[src/rtl/hdlc_rx_pkg.sv]
package hdlc_rx_pkg;
  localparam logic [7:0]  FLAG_B = 8'h7E;
  localparam logic [7:0]  ESC_B  = 8'h7D;
  localparam logic [7:0]  FLIP_B = 8'h20;
  localparam logic [31:0] POLY32 = 32'hEDB88320;
  localparam logic [31:0] POLY16 = 32'h00008408;
  localparam logic [31:0] INIT32 = 32'hFFFFFFFF;
  localparam logic [31:0] INIT16 = 32'h0000FFFF;
  localparam logic [31:0] RES32  = 32'hDEBB20E3;
  localparam logic [15:0] RES16  = 16'hF0B8;

  typedef enum logic [1:0] {ST_SEEK, ST_IDLE, ST_DATA, ST_ESC} rx_st_e;

  // Reflected (LSB-first) CRC update by one octet
  function automatic logic [31:0] crc_byte(input logic [31:0] c_in,
                                           input logic [7:0]  d,
                                           input logic        wide);
    logic [31:0] c;
    logic        fb;
    c = c_in;
    for (int i = 0; i < 8; i++) begin
      fb = c[0] ^ d[i];
      c  = {1'b0, c[31:1]};
      if (fb) c = c ^ (wide ? POLY32 : POLY16);
    end
    return c;
  endfunction
endpackage

[src/rtl/hdlc_rx_fcs.sv]
module hdlc_rx_fcs
  import hdlc_rx_pkg::*;
(
  input  logic       clk,
  input  logic       rst_n,
  input  logic       clr,
  input  logic       upd,
  input  logic       first,
  input  logic       wide,
  input  logic [7:0] din,
  output logic       match
);
  logic [31:0] crc_q;
  logic [31:0] base;

  always_comb base = first ? (wide ? INIT32 : INIT16) : crc_q;

  always_ff @(posedge clk or negedge rst_n) begin
    if (!rst_n)     crc_q <= INIT32;
    else if (clr)   crc_q <= INIT32;
    else if (upd)   crc_q <= crc_byte(base, din, wide);
  end

  always_comb match = wide ? (crc_q == RES32) : (crc_q[15:0] == RES16);
endmodule

[src/rtl/hdlc_rx_hold.sv]
module hdlc_rx_hold #(
  parameter int DEPTH = 5,
  parameter int IDX_W = $clog2(DEPTH)
) (
  input  logic             clk,
  input  logic             rst_n,
  input  logic             push,
  input  logic [7:0]       din,
  input  logic [IDX_W-1:0] idx,
  output logic [7:0]       tap
);
  logic [7:0] sh [DEPTH];

  for (genvar g = 0; g < DEPTH; g++) begin : g_stage
    always_ff @(posedge clk or negedge rst_n) begin
      if (!rst_n)    sh[g] <= '0;
      else if (push) sh[g] <= (g == 0) ? din : sh[(g == 0) ? 0 : g - 1];
    end
  end

  always_comb begin
    tap = '0;
    for (int i = 0; i < DEPTH; i++)
      if (idx == IDX_W'(i)) tap = sh[i];
  end
endmodule

[src/rtl/hdlc_rx_oreg.sv]
module hdlc_rx_oreg (
  input  logic       clk,
  input  logic       rst_n,
  input  logic       clr,
  input  logic       load,
  input  logic [7:0] d,
  input  logic       sop,
  input  logic       eop,
  input  logic       err,
  input  logic       ready,
  output logic       valid,
  output logic [7:0] q,
  output logic       q_sop,
  output logic       q_eop,
  output logic       q_err
);
  always_ff @(posedge clk or negedge rst_n) begin
    if (!rst_n) begin
      valid <= 1'b0;
      q     <= '0;
      q_sop <= 1'b0;
      q_eop <= 1'b0;
      q_err <= 1'b0;
    end else if (clr) begin
      valid <= 1'b0;
    end else if (load) begin
      valid <= 1'b1;
      q     <= d;
      q_sop <= sop;
      q_eop <= eop;
      q_err <= err;
    end else if (ready) begin
      valid <= 1'b0;
    end
  end


  out_hold_chk: assert property (@(posedge clk) disable iff (!rst_n)
    valid && !ready && !clr |=> valid && $stable(q) && $stable(q_eop) && $stable(q_err));
endmodule

[src/rtl/hdlc_rx_deframer.sv]
module hdlc_rx_deframer
  import hdlc_rx_pkg::*;
#(
  parameter int HOLD_DEPTH = 5,
  parameter int CNT_W      = 8
) (
  input  logic       clk,
  input  logic       rst_n,
  input  logic       en,
  input  logic       crc32_sel,
  input  logic       fcs_del,
  input  logic       in_valid,
  output logic       in_ready,
  input  logic [7:0] in_data,
  output logic       out_valid,
  input  logic       out_ready,
  output logic [7:0] out_data,
  output logic       out_sop,
  output logic       out_eop,
  output logic       out_err,
  output logic       ev_good,
  output logic       ev_fcs_err,
  output logic       ev_abort,
  output logic       ev_runt
);
  localparam int IDX_W = $clog2(HOLD_DEPTH);

  rx_st_e           st_q, st_d;
  logic [CNT_W-1:0] cnt_q, fcs_len, hold_n, runt_min;
  logic             fire, is_flag, is_esc, dat_push, close_f, abort_f, end_any;
  logic             runt, crc_ok, emit_push, emit_end, emit_sop;
  logic [7:0]       dat_val, tap;
  logic [IDX_W-1:0] tap_idx;

  always_comb begin
    in_ready = en && (!out_valid || out_ready);
    fire     = in_valid && in_ready;
    is_flag  = (in_data == FLAG_B);
    is_esc   = (in_data == ESC_B);
    fcs_len  = crc32_sel ? CNT_W'(4) : CNT_W'(2);
    runt_min = fcs_len + CNT_W'(1);
    hold_n   = fcs_del ? runt_min : CNT_W'(1);
    tap_idx  = IDX_W'(hold_n - CNT_W'(1));
    dat_val  = (st_q == ST_ESC) ? (in_data ^ FLIP_B) : in_data;
    dat_push = fire && !is_flag &&
               (((st_q == ST_IDLE || st_q == ST_DATA) && !is_esc) || st_q == ST_ESC);
    close_f  = fire && is_flag && (st_q == ST_DATA);
    abort_f  = fire && is_flag && (st_q == ST_ESC);
    end_any  = close_f || abort_f;
    runt     = cnt_q < runt_min;
    emit_push = dat_push && (cnt_q >= hold_n);
    emit_end  = end_any && (cnt_q >= hold_n);
    emit_sop  = (cnt_q == hold_n);
  end

  always_comb begin
    st_d = st_q;
    if (fire) begin
      unique case (st_q)
        ST_SEEK: if (is_flag) st_d = ST_IDLE;
        ST_IDLE, ST_DATA: st_d = is_flag ? ST_IDLE : (is_esc ? ST_ESC : ST_DATA);
        ST_ESC:  st_d = is_flag ? ST_IDLE : ST_DATA;
        default: st_d = ST_SEEK;
      endcase
    end
  end

  always_ff @(posedge clk or negedge rst_n) begin
    if (!rst_n) begin
      st_q  <= ST_SEEK;
      cnt_q <= '0;
      {ev_good, ev_fcs_err, ev_abort, ev_runt} <= '0;
    end else if (!en) begin
      st_q  <= ST_SEEK;
      cnt_q <= '0;
      {ev_good, ev_fcs_err, ev_abort, ev_runt} <= '0;
    end else begin
      st_q <= st_d;
      if (end_any)                       cnt_q <= '0;
      else if (dat_push && cnt_q != '1)  cnt_q <= cnt_q + CNT_W'(1);
      ev_good    <= close_f && !runt && crc_ok;
      ev_fcs_err <= close_f && !runt && !crc_ok;
      ev_runt    <= close_f && runt;
      ev_abort   <= abort_f;
    end
  end

  hdlc_rx_fcs u_fcs (
    .clk(clk), .rst_n(rst_n), .clr(!en), .upd(dat_push),
    .first(cnt_q == '0), .wide(crc32_sel), .din(dat_val), .match(crc_ok)
  );

  hdlc_rx_hold #(.DEPTH(HOLD_DEPTH), .IDX_W(IDX_W)) u_hold (
    .clk(clk), .rst_n(rst_n), .push(dat_push), .din(dat_val), .idx(tap_idx), .tap(tap)
  );

  hdlc_rx_oreg u_oreg (
    .clk(clk), .rst_n(rst_n), .clr(!en), .load(emit_push || emit_end),
    .d(tap), .sop(emit_sop), .eop(emit_end),
    .err(emit_end && (abort_f || runt || !crc_ok)), .ready(out_ready),
    .valid(out_valid), .q(out_data), .q_sop(out_sop), .q_eop(out_eop), .q_err(out_err)
  );


  one_event_chk: assert property (@(posedge clk) disable iff (!rst_n)
    $onehot0({ev_good, ev_fcs_err, ev_abort, ev_runt}));


  good_eop_chk: assert property (@(posedge clk) disable iff (!rst_n)
    ev_good |-> out_valid && out_eop && !out_err);


  fcs_eop_chk: assert property (@(posedge clk) disable iff (!rst_n)
    ev_fcs_err |-> out_valid && out_eop && out_err);


  disable_idle_chk: assert property (@(posedge clk) disable iff (!rst_n)
    !en |=> (st_q == ST_SEEK) && !out_valid);
endmodule

[config.mk]
export PLATFORM = sky130hd
export DESIGN_NAME = hdlc_rx_deframer
export DESIGN_NICKNAME = d
export VERILOG_FILES = /design/src/rtl/hdlc_rx_pkg.sv /design/src/rtl/hdlc_rx_fcs.sv /design/src/rtl/hdlc_rx_hold.sv /design/src/rtl/hdlc_rx_oreg.sv /design/src/rtl/hdlc_rx_deframer.sv
export SDC_FILE = /design/constraint.sdc
export NUM_CORES = 1
export LEC_CHECK = 0
export ABC_AREA = 1
export CAP_MARGIN = 25
export CORE_MARGIN = 5
export CORE_UTILIZATION = 61
export CTS_CLUSTER_DIAMETER = 60
export DETAILED_ROUTE_END_ITERATION = 7
export HOLD_SLACK_MARGIN = 0.08
export PLACE_DENSITY = 0.92
export SLEW_MARGIN = 25
export SYNTH_ARGS = -nofsm -noshare
export SYNTH_HDL_FRONTEND = slang
export SYNTH_SLANG_ARGS = --single-unit
[constraint.sdc]
create_clock -name clk -period 5.6 [get_ports clk]
set_clock_uncertainty 0.05 [all_clocks]
set_input_delay 1.12 -clock clk [delete_from_list [all_inputs] [get_ports clk]]
set_output_delay 1.12 -clock clk [all_outputs]
set_load 0.05 [all_outputs]
# Yosys cells after proc, flatten, opt, wreduce, memory -nomap -nowiden
# Cells that the tools add are included.
classes:
  n_eq_ne: 18
  n_mux: 53
  n_reduce_logical: 34
  bitwise_logic: 17
  n_addsub: 3
  magnitude_cmp: 2
op_table:
  columns: ["op", "n"]
  rows:
  - ["$mux 32", 27]
  - ["$xor 31x32->32", 8]
  - ["$mux 8", 8]
  - ["$eq 32x32->1 const B", 1]
  - ["$eq 16x16->1 const B", 1]
  - ["$eq 8x7->1 const B", 2]
  - ["$logic_and 1x1->1", 16]
  - ["$mux 2", 5]
  - ["$mux 1", 9]
  - ["$add 8x1->8 const B", 1]
  - ["$eq 8x4->1", 1]
  - ["$ge 8x4->1", 1]
  - ["$logic_not 8->1", 1]
  - ["$lt 8x4->1", 1]
  - ["$ne 8x8->1 const B", 1]
  - ["$xor 1x1->1", 8]
  - ["$logic_or 1x1->1", 7]
  - ["$eq 3x2->1 const B", 2]
  - ["$mux 6", 1]
  - ["$ne 3x1->1 const B", 2]
  - ["$pmux 2 s3", 1]
  - ["$logic_not 1->1", 5]
  - ["$add 3x1->4 const B", 1]
  - ["$eq 2x2->1 const B", 2]
  - ["other kinds (13)", 15]
totals:
  word_cells: 144
  inputBits: 15
  regBits: 98
  output_inout_bits: 17

# Longest topological paths before layout
# Gate-level depths: netlist of the first run.
depth:
  ltp_word: 36
  mapped_depth: 20
  depth_no_buf: 20

# By module
# From an unflattened synthesis of the first run, not the netlist that was laid out.
unflattened:
  cells_unflattened: 964
  area_unflattened_um2: 6812.8
modules_own_cells:
  columns: ["mod", "instances", "seq_area_each_um2", "cells_each", "area_each_um2"]
  rows:
  - ["hdlc_rx_fcs", 1, 840.8, 539, 3316.9]
  - ["hdlc_rx_hold", 1, 1001.0, 209, 1798.0]
  - ["hdlc_rx_deframer", 1, 350.3, 163, 1212.4]
  - ["hdlc_rx_oreg", 1, 300.3, 53, 485.5]

# Worst setup path after synthesis of the first run
# OpenSTA, ideal clock, no wires.
synth_path:
  path_type: "input -> register"
  startpoint: "input crc32_sel"
  endpoint: "register u_oreg.q[1]"
  path_buffers: 2
  required_time_ns: 5.423
  setup_time_ns: 0.127
  arrival_time_ns: 2.851
  setup_slack_ns: 2.572
  cell_stages: 11
  cell_sequence: "clkinv_1 > clkbuf_1 > nand2_1 > ha_1 > a21oi_1 > o21a_1 > a21oi_1 > inv_1 > buf_2 > nand2_1 > o21ai_0"
synth_via:
  elab_chain_cells: 10
  elab_cells_between_ends: 19
  classes_between: "add/sub (2); order compare (1); eq/ne (4); mux (7); reduce/logical (5)"
synth_rtl:
  columns: ["element", "line", "source"]
  rows:
  - ["start: declaration", "hdlc_rx_deframer.sv:10", "input logic crc32_sel,"]
  - ["$mux 3 *", "hdlc_rx_deframer.sv:40", "fcs_len = crc32_sel ? CNT_W'(4) : CNT_W'(2);"]
  - ["$add 3x1->4 *", "hdlc_rx_deframer.sv:41", "runt_min = fcs_len + CNT_W'(1);"]
  - ["$mux 4 *", "hdlc_rx_deframer.sv:42", "hold_n = fcs_del ? runt_min : CNT_W'(1);"]
  - ["$sub 3x1->3", "hdlc_rx_deframer.sv:43", "tap_idx = IDX_W'(hold_n - CNT_W'(1));"]
  - ["$logic_not 3->1", "hdlc_rx_hold.sv:24", "if (idx == IDX_W'(i)) tap = sh[i];"]
  - ["$mux 8 (5 in a row)", "hdlc_rx_hold.sv:24", null]
  - ["end signal: assignment", "hdlc_rx_oreg.sv:20", "q <= '0;"]
  - ["end signal: assignment", "hdlc_rx_oreg.sv:28", "q <= d;"]
  - ["end: declaration", "hdlc_rx_oreg.sv:12", "output logic [7:0] q,"]
# Every way passes the cells marked *; elsewhere a longest branch is shown, timed or not.
# A chain may end at the register's enable or synchronous reset.

# Worst setup path in the final report of the first run
layout_path:
  startpoint: "input en"
  endpoint: "output in_ready"
layout_via:
  elab_chain_cells: 1
layout_rtl:
  columns: ["element", "line", "source"]
  rows:
  - ["start: declaration", "hdlc_rx_deframer.sv:9", "input logic en,"]
  - ["$logic_and 1x1->1", "hdlc_rx_deframer.sv:36", "in_ready = en && (!out_valid || out_ready);"]
  - ["end: declaration", "hdlc_rx_deframer.sv:13", "output logic in_ready,"]
# Every way passes these cells.

==> out/qor.yml, run 1 <==
logic_synthesis:
  synth_area_sq_mm: 0.00619
  post-synth-top-count-cell: "nand2_1"
  synth_common_cells: "nand2_1, o21ai_0, inv_1, dfrtp_1, nand3_1"
  ys_seq_elements: 98
  synth_adder_area_share_pct: 2.02
  yosys.area_share.simple_pct: 28.2
  synth_compound_area_share_pct: 15.7
  yosysSeqAreaShare_pct: 40.2
  synth_top_family_by_area: "simple AND/OR/NAND/NOR gates"
  synth_nets: 844
  async_flop_share_pct: 100
  synthFlopType: "dfrtp_1"
  muxShareOfSynthArea_pct: 0
  synth-edff-count: 0
  synth-xor-area-share_pct: 5.62
  synthCells: 819
  netlist_top_cells_area: "dfrtp_1, dfstp_2, nand2_1"
  yosys_warnings: 0
  synth_cell_types: 44
  avgSynthCellArea_sq_um: 7.56
  synth_top_area_share_pct: 26.7
  synth.largest_area_cell: "dfrtp_1"
cells_and_area:
  fin_util_pct: 68.9
  drive_above_1_share_pct: 14.8
  area_delta_synth_final_pct: 9.15
  final_cells: 978
  fin_nets: 864
  fillers: 789
power_and_ir_drop:
  seqPwrFrac_pct: 46.9
  vdd_drop_max_mv: 0.193
  p_per_area_mw_per_mm2: 320
  p_int_mw: 1.31
  combinationalPowerShare_pct: 32.9
  p_leak_nw: 3.18
  swShare_pct: 39.3
  clockPowerShare_pct: 20.3
  switchingPower_mw: 0.850
  total_power_mw: 2.16
placed_design:
  dpl.hpwl_mm: 11.4
  dp_slack_ns: 1.44
  numPlacedInstances: 961
  port_buffers: 31
  place.gp.congestion: 1.01
sta:
  fin_setup_tns_ns: 0
  worstMarginPinSlew_ns: 0.768
  maxSlewHeadroom_pct: 48.8
  fin_ws_ns: 1.46
  period_share_pct: 73.9
  fmax_mhz: 242
  hold_viol: 0
  rsz0062_at_grt: "false"
  slew_violations: 0
  fin_crit_ns: 4.14
  setup-violations-final: 0
floorplan:
  rows: 36
  dieArea_sq_mm: 0.0123
  die_w_um: 111
  fp.coreArea_sq_mm: 0.00982
  initial_core_util_pct: 63.1
  io_pins: 32
  die_h_um: 111
worst_setup_path:
  crit_top_cell: "clkdlybuf4s50_1"
  cp-start-kind: "input port"
  max_stage_delay_ns: 0.82
  path_class: "in -> out"
  crit_required_ns: 4.43
  critPathCaptureType: "output port"
  path_cells: "clkdlybuf4s50_1, inv_2, a21oi_2, clkdlybuf4s50_1"
  cp.arrival_ns: 2.97
  crit_fanout: 25
  crit_path_top_delay_cell: "clkdlybuf4s50_1"
run_status:
  status: "complete, no violations"
flow_run:
  maxCapViolations: 0
clocking:
  h-tree-depth: 3
  cts_hold_buf: 0
  clk_path_buf_depth: 2
  clock_latency_ns: 0.37
  cts_sinks: 98
  clkTransAtPathRegs_ns: 0.09
  cts_setup_buffers: 0
  ctsResizeCount: 0
  cts_buffers: 9
  cts_root_buffer: "clkbuf_8"
  cts_tree: "done"
drt:
  wl_mm: 16.1
  via_count: 5831
  dr.first_iter.drc_count: 649
  drc: 0
  wire_per_inst_um: 16.5
  avgViaCountPerCell: 5.96
  dr.pass1.iters: 6
  postRouteAntennaNets: 0
worst_hold_path:
  hold_path_class: "reg -> reg"
grt:
  grt_pass1_wl_mm: 26.7
  grt_util_all_layers_pct: 26.4
  grt_pass1_vias: 5393
  overflow: 0
  antenna_found_initial: 1
  grt_max_degree: 90
## sequential cells by signal (all words and copies together) (netlist names)
name and cells:
u_oreg.q_err 1, u_hold.sh 40, ev_fcs_err 1, ev_runt 1, st_q 2, u_oreg.q_sop 1
u_oreg.valid 1, ev_good 1, u_fcs.crc_q 32, cnt_q 8, ev_abort 1, u_oreg.q_eop 1
u_oreg.q 8
## per-stage QoR
step	hold slack (ns)	instance area, sq um
3_5_place_dp	0.410	6580
2_1_floorplan	0.392	6190
6_report	0.436	6760
5_1_grt	0.467	6760
3_3_place_gp	0.398	6580
4_1_cts	0.435	6760
## cells in the final DEF, fill, tap and decap left out, types with 3 or more instances in the layout
master	n
nand2_1	207
o21ai_0	107
inv_1	84
dfrtp_1	66
nand3_1	44
nor2_1	40
a21oi_1	35
dfstp_2	32
clkdlybuf4s50_1	30
xor2_1	27
o21ai_1	18
inv_2	16
nand2_2	16
nand2_4	12
o22ai_1	10
ha_1	10
nor3_1	9
clkbuf_8	9
nor4_1	8
nand3_2	7
nor2_2	6
buf_4	6
nand4_1	5
o211ai_1	4
xnor2_1	4
nand3_4	3
xnor2_2	3
## final cells by class
class	instances	area, sq um	share of cell area (%)
diodes	1	2.50	0.0370
flip-flops and latches	98	2490	36.9
inverters	102	385	5.70
repair buffers	36	345	5.11
well taps	133	166	2.46
clock inverters	6	50.0	0.740
multi-input cells	592	3190	47.2
clock buffers	10	128	1.89
## worst max-delay path: cells and delay by family
family	cells	cell delay, ns
AOI/OAI and AO/OA	1	0.18
buffers and inverters	3	1.66
## path summary, 6_finish.rpt
check,start,end,slack [ns],cells after the start
max,en,in_ready,1.46,4
min,u_hold.sh[9],u_hold.sh[1],0.44,2
max reg2reg,cnt_q[0],u_fcs.crc_q[19],2.65,16
min reg2reg,u_hold.sh[9],u_hold.sh[1],0.44,2
max in group asynchronous,rst_n,u_hold.sh[20],3.74,2
min in group asynchronous,rst_n,st_q[0],0.73,1
## logic make-up (layout without fill, tap and decap cells)
kind of cell             after synthesis  after routing
adder cells (fa/ha/maj)               10             10
other                                  0              1
AO/OA/AOI/OAI                        184            184
buffers and inverters                129            154
flip-flops                            98             98
AND/OR/NAND/NOR                      363            363
XOR/XNOR                              35             35
## routing by layer
layer | global-route usage [%] | vias to the layer above | part of all wire (%)
met2 | 40.5 | 345 | 45
met5 | 0 | - | 0
met1 | 36.9 | 2729 | 41
li1 | - | 2702 | -
met4 | 12.1 | 0 | 3.5
met3 | 4.31 | 55 | 10
## power by group through the flow
| stage | Combinational, mW | Sequential (mW) | Clock (mW) |
|---|---|---|---|
| 6_report | 0.711 | 1.01 | 0.439 |
| 4_1_cts | 0.702 | 1.01 | 0.443 |
| 2_1_floorplan | 0.465 | 1.05 | 0 |
| 3_5_place_dp | 0.695 | 1.02 | 0 |
| 5_1_grt | 0.791 | 1.04 | 0.475 |
| 3_3_place_gp | 0.670 | 1.01 | 0 |
No activity file was read; power rests on OpenSTA's default activity.
==> inputs of run 2 (changes only) <==
==> constraint.sdc (replaced) <==
create_clock -name clk -period 3.84 [get_ports clk]
set_clock_uncertainty 0.05 [all_clocks]
set_input_delay 0.768 -clock clk [delete_from_list [all_inputs] [get_ports clk]]
set_output_delay 0.768 -clock clk [all_outputs]
set_load 0.05 [all_outputs]
==> run 2 against run 1 <==
  * Die area did not move
  * Global-route usage hardly changed
  * Worst setup slack worse by 0.78 ns
  * First-iteration DRC count fell by 16%
  * Clock power is 42% higher
  * Highest routed layer unchanged
==> out/qor.yml, run 2 (synthesis results as in run 1) <==
cells_and_area:
  drive_above_1_share_pct: 15.2  # +0.40 points
  final_cells: 981  # +0.31%
  largestRegisters: "u_hold.sh: 40 flops, u_fcs.crc_q: 32 flops"
  regMostFlops: "u_hold.sh"
  num_antenna_cells: 0  # -1
  largest_register_ffs: 40  # unchanged
  mostFrequentLayoutCell: "nand2_1"
  area_delta_synth_final_pct: 9.78
  fin_nets: 868  # +0.46%
  layout_common_cells: "nand2_1, o21ai_0, inv_1, dfrtp_1, nand3_1"
drt:
  drc: 0  # unchanged
  dr.pass1.iters: 6  # unchanged
  wl_mm: 15.7  # -2.2%
  via_count: 5679  # -2.6%
  dr.first_iter.drc_count: 542  # -16%
  avgViaCountPerCell: 5.79  # -2.9%
  postRouteAntennaNets: 0  # unchanged
  wire_per_inst_um: 16.0  # -2.5%
sta:
  setup-violations-final: 0  # unchanged
  fin_ws_ns: 0.676  # -0.783 ns
  fmax_mhz: 316
  fin_crit_ns: 3.16
  worstMarginPinSlew_ns: 0.787  # +0.0190 ns
  rsz0062_at_grt: "false"
  fin_setup_tns_ns: 0  # unchanged
  hold_viol: 0  # unchanged
  slew_violations: 0  # unchanged
  period_share_pct: 82.4
  hold-worst-slack_ns: 0.405  # -0.0309 ns
  maxSlewHeadroom_pct: 47.5  # -1.3 points
run_status:
  status: "complete, no violations"
worst_setup_path:
  cp.arrival_ns: 2.35  # -0.62 ns
  regToRegEndpoint: "u_fcs.crc_q[19]"
  path_class: "in -> out"
  ff2ff_path_depth: 18  # +2
  crit_required_ns: 3.02  # -1.41 ns
  critPathCaptureType: "output port"
  r2r-start: "cnt_q[0]"
  crit_fanout: 5  # -80%
  cp-start-kind: "input port"
  r2r_slack_ns: 0.97  # -1.68 ns
grt:
  grt_util_all_layers_pct: 26.5  # +0.043 points
  grt_max_degree: 88  # -2.2%
  grt_pass1_vias: 5425  # +0.59%
  grt_pass1_wl_mm: 26.5  # -0.72%
  antenna_found_initial: 0  # -1
  overflow: 0  # unchanged
clocking:
  cts_hold_buf: 0  # unchanged
  cts_sinks: 98  # unchanged
  ctsResizeCount: 0  # unchanged
  clock_latency_ns: 0.37  # about the same
  clk_path_buf_depth: 2  # unchanged
  cts_tree: "done"
  cts_setup_buffers: 0  # unchanged
  h-tree-depth: 3  # unchanged
  clkTransAtPathRegs_ns: 0.10  # about the same
  cts_buffers: 9  # unchanged
  cts_root_buffer: "clkbuf_8"
placed_design:
  place.gp.congestion: 0.988  # -1.8%
  dpl.hpwl_mm: 11.5  # +0.43%
  port_buffers: 31  # unchanged
  numPlacedInstances: 965  # +0.42%
  dp_slack_ns: 0.580  # -0.856 ns
power_and_ir_drop:
  p_leak_nw: 3.20  # +0.42%
  p_per_area_mw_per_mm2: 462  # +44%
  vdd_drop_max_mv: 0.229  # +18%
floorplan:
  die_w_um: 111  # unchanged
  io_pins: 32  # unchanged
  initial_core_util_pct: 63.1  # unchanged
  die_h_um: 111  # unchanged
  fp.coreArea_sq_mm: 0.00982  # unchanged
  rows: 36  # unchanged
  dieArea_sq_mm: 0.0123  # unchanged
flow_run:
  maxCapViolations: 0  # unchanged
worst_hold_path:
  hold_path_class: "in -> async"
-- run 2: cell count changes in the layout (fill, tap and decap cells not counted) --
cell / change
inv_8: -1
clkinv_2: -1
buf_12: +1
clkinvlp_4: +2
buf_4: +3
diode_2: -1
-- run 2: per-layer routing --
metal	up-vias	GRT usage, %	part of all wire (%)
met2	293	40.1	45
met3	42	5.02	8.7
met4	0	12.6	3.2
met1	2636	36.6	43
met5	-	0	0
li1	2708	-	-
-- run 2: power by group --
part	total, mW	internal (mW)	switching, mW
registers	1.48	1.32	0.156
logic	1.04	0.351	0.691
clock network	0.623	0.244	0.379
total	3.14	1.92	1.23
-- run 2: worst max path at each step --
stage,from,to,cells past startpoint
6_report,en,in_ready,4
5_1_grt,en,in_ready,4
4_1_cts,en,in_ready,4
3_5_place_dp,crc32_sel,u_oreg.q[1],10
3_3_place_gp,en,in_ready,4
2_1_floorplan,crc32_sel,u_oreg.q[1],11
-- run 2: worst max-delay path, cell delays in order --
cell and delay (ns):
clkdlybuf4s50_1 0.58, inv_2 0.07, a21oi_2 0.12, clkdlybuf4s50_1 0.81
-- run 2: area by class of cell --
class                      instances  area (sq um)
clock buffer                      10           128
clock inverter                     6          48.8
inverter                         102           385
multi-input combinational        592          3190
fill                             806          3020
tap                              133           166
timing repair buffer              40           388
sequential                        98          2490
-- run 2: stage by stage --
step | utilization, % | power, mW | instance area (sq um)
floorplan | - | 2.21 | 6190
global placement | 67.5 | 2.47 | 6620
detailed placement | 67.5 | 2.52 | 6620
CTS | 69.3 | 3.14 | 6800
global route | 69.3 | 3.35 | 6800
finish | 69.3 | 3.14 | 6800
